===== src/rtl/fld_wr_port.sv =====
module fld_wr_port #(
  parameter int AW      = 10,
  parameter int DW      = 4,
  parameter int LINE    = 8,
  parameter int MIN_RUN = 130,
  parameter int GAP     = 2
) (
  input  logic                 clk,
  input  logic                 rst_n,
  input  logic                 wr_rst_i,
  input  logic                 wr_en_i,
  input  logic [DW-1:0]        din_i,
  output logic                 arr_we_o,
  output logic [AW-1:0]        arr_addr_o,
  output logic [LINE*DW-1:0]   arr_data_o,
  output logic [LINE-1:0]      arr_mask_o,
  output logic [AW-1:0]        wptr_o,
  output logic                 err_rearm_o,
  output logic                 err_short_o
);
  localparam int LW = $clog2(LINE);
  localparam int CW = $clog2(MIN_RUN + 1);
  localparam int GW = $clog2(GAP + 1);

  logic                rst_q, seen;
  logic [GW-1:0]       low_cnt;
  logic [CW-1:0]       run_cnt;
  logic [AW-1:0]       ptr;
  logic [LINE*DW-1:0]  stg, stg_nxt;
  logic [LINE-1:0]     vld, vld_nxt;

  wire          rst_edge = wr_rst_i & ~rst_q;
  wire          wr       = wr_en_i & ~wr_rst_i;
  wire [LW-1:0] slot     = ptr[LW-1:0];
  wire          full     = wr & (slot == LW'(LINE - 1));
  wire [AW-1:0] base     = {ptr[AW-1:LW], {LW{1'b0}}};

  assign wptr_o = ptr;

  always_comb begin
    stg_nxt = stg;
    vld_nxt = vld;
    if (wr) begin
      stg_nxt[int'(slot)*DW +: DW] = din_i;
      vld_nxt[slot] = 1'b1;
    end
  end

  always_ff @(posedge clk or negedge rst_n) begin
    if (!rst_n) begin
      rst_q       <= 1'b0;
      seen        <= 1'b0;
      low_cnt     <= GW'(GAP);
      run_cnt     <= '0;
      ptr         <= '0;
      stg         <= '0;
      vld         <= '0;
      arr_we_o    <= 1'b0;
      arr_addr_o  <= '0;
      arr_data_o  <= '0;
      arr_mask_o  <= '0;
      err_rearm_o <= 1'b0;
      err_short_o <= 1'b0;
    end else begin
      rst_q    <= wr_rst_i;
      arr_we_o <= 1'b0;
      if (wr_rst_i) begin
        ptr     <= '0;
        low_cnt <= '0;
      end else if (low_cnt != GW'(GAP)) begin
        low_cnt <= low_cnt + 1'b1;
      end
      if (wr) begin
        ptr <= ptr + 1'b1;
        if (run_cnt != CW'(MIN_RUN)) run_cnt <= run_cnt + 1'b1;
      end
      if (rst_edge) begin
        if (low_cnt < GW'(GAP)) err_rearm_o <= 1'b1;
        if (seen && run_cnt < CW'(MIN_RUN)) err_short_o <= 1'b1;
        seen    <= 1'b1;
        run_cnt <= '0;
        if (|vld) begin
          arr_we_o   <= 1'b1;
          arr_addr_o <= base;
          arr_data_o <= stg;
          arr_mask_o <= vld;
        end
        stg <= '0;
        vld <= '0;
      end else if (full) begin
        arr_we_o   <= 1'b1;
        arr_addr_o <= base;
        arr_data_o <= stg_nxt;
        arr_mask_o <= vld_nxt;
        stg        <= '0;
        vld        <= '0;
      end else begin
        stg <= stg_nxt;
        vld <= vld_nxt;
      end
    end
  end

  assert_ptr_zero_R1: assert property (@(posedge clk) disable iff (!rst_n)
    wr_rst_i |=> (wptr_o == '0));
  assert_inc_R3: assert property (@(posedge clk) disable iff (!rst_n)
    (wr_en_i && !wr_rst_i) |=> (wptr_o == $past(wptr_o) + 1'b1));
  assert_hold_R4: assert property (@(posedge clk) disable iff (!rst_n)
    (!wr_en_i && !wr_rst_i) |=> $stable(wptr_o));
  assert_one_strobe_R5: assert property (@(posedge clk) disable iff (!rst_n)
    arr_we_o |=> !arr_we_o);
  assert_mask_nonzero_R6: assert property (@(posedge clk) disable iff (!rst_n)
    arr_we_o |-> (arr_mask_o != '0));
  assert_rearm_sticky_R8: assert property (@(posedge clk) disable iff (!rst_n)
    err_rearm_o |=> err_rearm_o);
  assert_short_sticky_R9: assert property (@(posedge clk) disable iff (!rst_n)
    err_short_o |=> err_short_o);
  assert_short_on_reset_R9: assert property (@(posedge clk) disable iff (!rst_n)
    $rose(err_short_o) |-> $past(wr_rst_i));
endmodule


===== config.mk =====
export PLATFORM = sky130hd
export DESIGN_NAME = fld_wr_port
export DESIGN_NICKNAME = d
export VERILOG_FILES = /design/src/rtl/fld_wr_port.sv
export SDC_FILE = /design/constraint.sdc
export NUM_CORES = 1
export LEC_CHECK = 0
export BUFFER_PORTS_ARGS = -buffer_cell sky130_fd_sc_hd__buf_2
export CORE_MARGIN = 10
export CORE_UTILIZATION = 41
export DETAILED_ROUTE_END_ITERATION = 7
export PLACE_DENSITY_LB_ADDON = 0.12
export SLEW_MARGIN = 20
export SYNTH_ARGS = -nofsm -noshare
export SYNTH_HDL_FRONTEND = slang
export SYNTH_SLANG_ARGS = --single-unit

===== constraint.sdc =====
create_clock -name clk -period 4.95 [get_ports clk]
set_input_delay 0.99 -clock clk [delete_from_list [all_inputs] [get_ports clk]]
set_output_delay 0.99 -clock clk [all_outputs]
set_load 0.01 [all_outputs]

==> flow_summary_export.csv <==
group,metric,value,unit
yosys,synthDominantCellAreaShare,54.6,%
timing,final_hold_viol_count,0,
clock_tree,clockBufferDepth,2,
worst_setup_path,worst-path-buf-inv,1,
cells_and_area,nets,515,
floorplan,ios,71,
flow_run,drv_cap,0,
cells_and_area,final_common_cell,"dfrtp_1",
yosys,synth.avg_cell_area,11.6,um2
yosys,synth_area_leader_cell,"dfrtp_1",
floorplan,start_util,42.2,%
cells_and_area,most-common-layout-cells,"111 x dfrtp_1, 76 x mux2i_1, 66 x buf_2",
yosys,netlist_area,0.00508,mm2
floorplan,die_w,131,um
clock_tree,cts_resized,0,
worst_setup_path,cp_max_fo,22,
worst_setup_path,cpMaxStageDelayCell,"dfrtp_1",
clock_tree,cts_buffers,9,
cells_and_area,syn_to_final_growth,13.0,%
global_routing,grt-ovfl-total,0,
clock_tree,clk_pin_slew,0.07,ns
global_routing,grt_max_degree,76,
timing,grt_setup_unrepaired,"false",
routing,drt_iter0_markers,159,
yosys,ys_types,46,
timing,fmax,0.344,GHz
worst_setup_path,worstPathCellList,"inv_1 > ha_1 > ha_1 > nor4b_1 > o211ai_1 > mux2i_1 > mux2i_1",
routing,routed_wirelength,10600,um
clock_tree,postCtsSetupBuffers,0,
yosys,ys_async_sr_fraction,100,%
floorplan,die_h,131,um
timing,drv_slew,0,
power_and_ir_drop,power,1.95,mW
clock_tree,cts_tree,"built",
power_and_ir_drop,ir_worst_vdd,0.138,mV
worst_setup_path,cp.arrival,3.11,ns
yosys,synth_enable_flop_cells,0,
global_routing,grt_pass1_vias,3431,
timing,fin_setup_tns,0,ns
routing,ant_nets,0,
power_and_ir_drop,switching_share,25.4,%
power_and_ir_drop,switchingPower,0.496,mW
worst_setup_path,start_kind,"flip-flop",
floorplan,dieArea,0.0173,mm2
timing,tightestPinTransition,0.956,ns
worst_setup_path,required,5.15,ns
yosys,synth_seq_cells,112,
power_and_ir_drop,p_seq_share,51.1,%
run_status,run_status,"finished, final reports clean",
power_and_ir_drop,p_int,1.46,mW
worst_setup_path,path_delay_family,"flip-flops",
timing,setup_violations,0,
global_routing,grt_use_total,12.7,%
timing,fin_crit,2.91,ns
routing,wl_per_cell,15.9,um
placed_design,port_buffers,67,
clock_tree,clkSinkCount,112,
power_and_ir_drop,p_clk_share,37.1,%
yosys,ys_seq_area_share,55.1,%
global_routing,antenna_found_initial,0,
floorplan,core-area,0.0121,mm2
clock_tree,root_buffer,"clkbuf_16",
global_routing,grt_pass1_wl,17900,um
placed_design,dpl.hpwl,7420,um
power_and_ir_drop,p_leak,3.26,nW
placed_design,routabilityCongestion,0.778,
clock_tree,cts-htree-levels,3,
min_path,hp-class,"flip-flop to flip-flop",
worst_setup_path,slowest_delay,0.77,ns
yosys,synth_flop_cell,"dfrtp_1",
routing,vias,3189,
yosys,synth_area_leaders,"dfrtp_1 55%, mux2i_1 15%, nor2_1 4.5%",
timing,maxSlewHeadroom,36.1,%
cells_and_area,drive_above_1_share,23.0,%
yosys,synth_cells,438,
worst_setup_path,endpoint_kind,"flip-flop",
routing,first_pass_iters,4,
power_and_ir_drop,power.density,340,mW/mm2
worst_setup_path,reg2reg_slack,2.04,ns
power_and_ir_drop,pwr-share-comb,11.8,%
yosys,yosys_warnings,0,
clock_tree,hold_buffers,0,
timing,skew,0.00576,ns
timing,layout_worst_path_cycle_share,58.8,%
cells_and_area,n_antenna_cell,0,
clock_tree,clock_latency,0.35,ns
floorplan,rows,40,
routing,drc,0,
routing,routed_via_density,4.77,
worst_setup_path,path_class,"flip-flop to flip-flop",
-- power by group through the flow --
stage	clock (mW)	sequential (mW)	combinational, mW
6_report	0.724	0.997	0.231
5_1_grt	0.787	1.00	0.265
3_3_place_gp	0	1.01	0.233
2_1_floorplan	0	1.02	0.162
4_1_cts	0.743	0.997	0.239
3_5_place_dp	0	1.01	0.237
-- state kept, by name (all words and copies together) (netlist names), 2 cells and up --
register / cells
run_cnt: 8
stg: 32
arr_data_o: 32
arr_mask_o: 8
vld: 8
low_cnt: 2
arr_addr_o: 7
wptr_o: 10
-- worst register-to-register path, cell delays in order, from the launching register on --
cell,delay [ns]
dfrtp_1,0.77
inv_1,0.33
ha_1,0.31
ha_1,0.39
nor4b_1,0.24
o211ai_1,0.31
mux2i_1,0.29
mux2i_1,0.10
-- path summary, 6_finish.rpt --
check                            startpoint              to  cells after the start
worst max-delay path              wptr_o[0]  arr_data_o[16]                      7
worst min register to register  err_short_o     err_short_o                      1
max in group asynchronous             rst_n         stg[10]                      2
worst min-delay path            err_short_o     err_short_o                      1
min in group asynchronous             rst_n            seen                      1
worst max register to register    wptr_o[0]  arr_data_o[16]                      7
-- per-stage QoR --
step,area [um2],hold WS (ns),setup slack (ns),util (%),std cells
2_1_floorplan,5090,0.435,2.74,-,440
3_3_place_gp,5460,0.455,1.77,45.2,653
3_5_place_dp,5460,0.458,1.62,45.2,653
4_1_cts,5740,0.473,2.02,47.6,668
5_1_grt,5740,0.488,1.74,47.6,668
6_report,5740,0.469,2.04,47.6,668
-- cells in the mapped netlist, drive strengths merged, types with 6 or more instances --
cell type  number
dfrtp         111
mux2i          76
a21oi           9
inv            46
nand2          16
buf            21
ha             11
and3           17
nand4           6
mux2            7
nor2           61
xor2            8
-- per-layer routing --
metal | part of all wire (%) | global-route usage [%]
met1 | 48 | 16.3
met2 | 46 | 19.8
met3 | 4.2 | 3.39
met4 | 1.8 | 5.25
met5 | 0 | 0
-- layout make-up --
type                       instances  area (um2)
clock buffer                      12         246
fill                            1144        6320
inverter                          46         173
clock inverter                     3        42.5
tap                              168         210
timing repair buffer              70         360
multi-input combinational        257        1910
sequential                       112        2800
-- kinds of logic after synthesis --
logic type / after synthesis / share of synthesized area (%)
muxes: 83 / 16.5
xor gates and xnor gates: 11 / 1.89
other: 1 / 0.0737
AOI/OAI and AO/OA: 21 / 2.68
and+or+nand+nor: 128 / 13.5
adders and majority gates: 11 / 2.71
buffers and inverters: 71 / 7.48
DFF: 112 / 55.1
(Power assumes the default switching activity.)
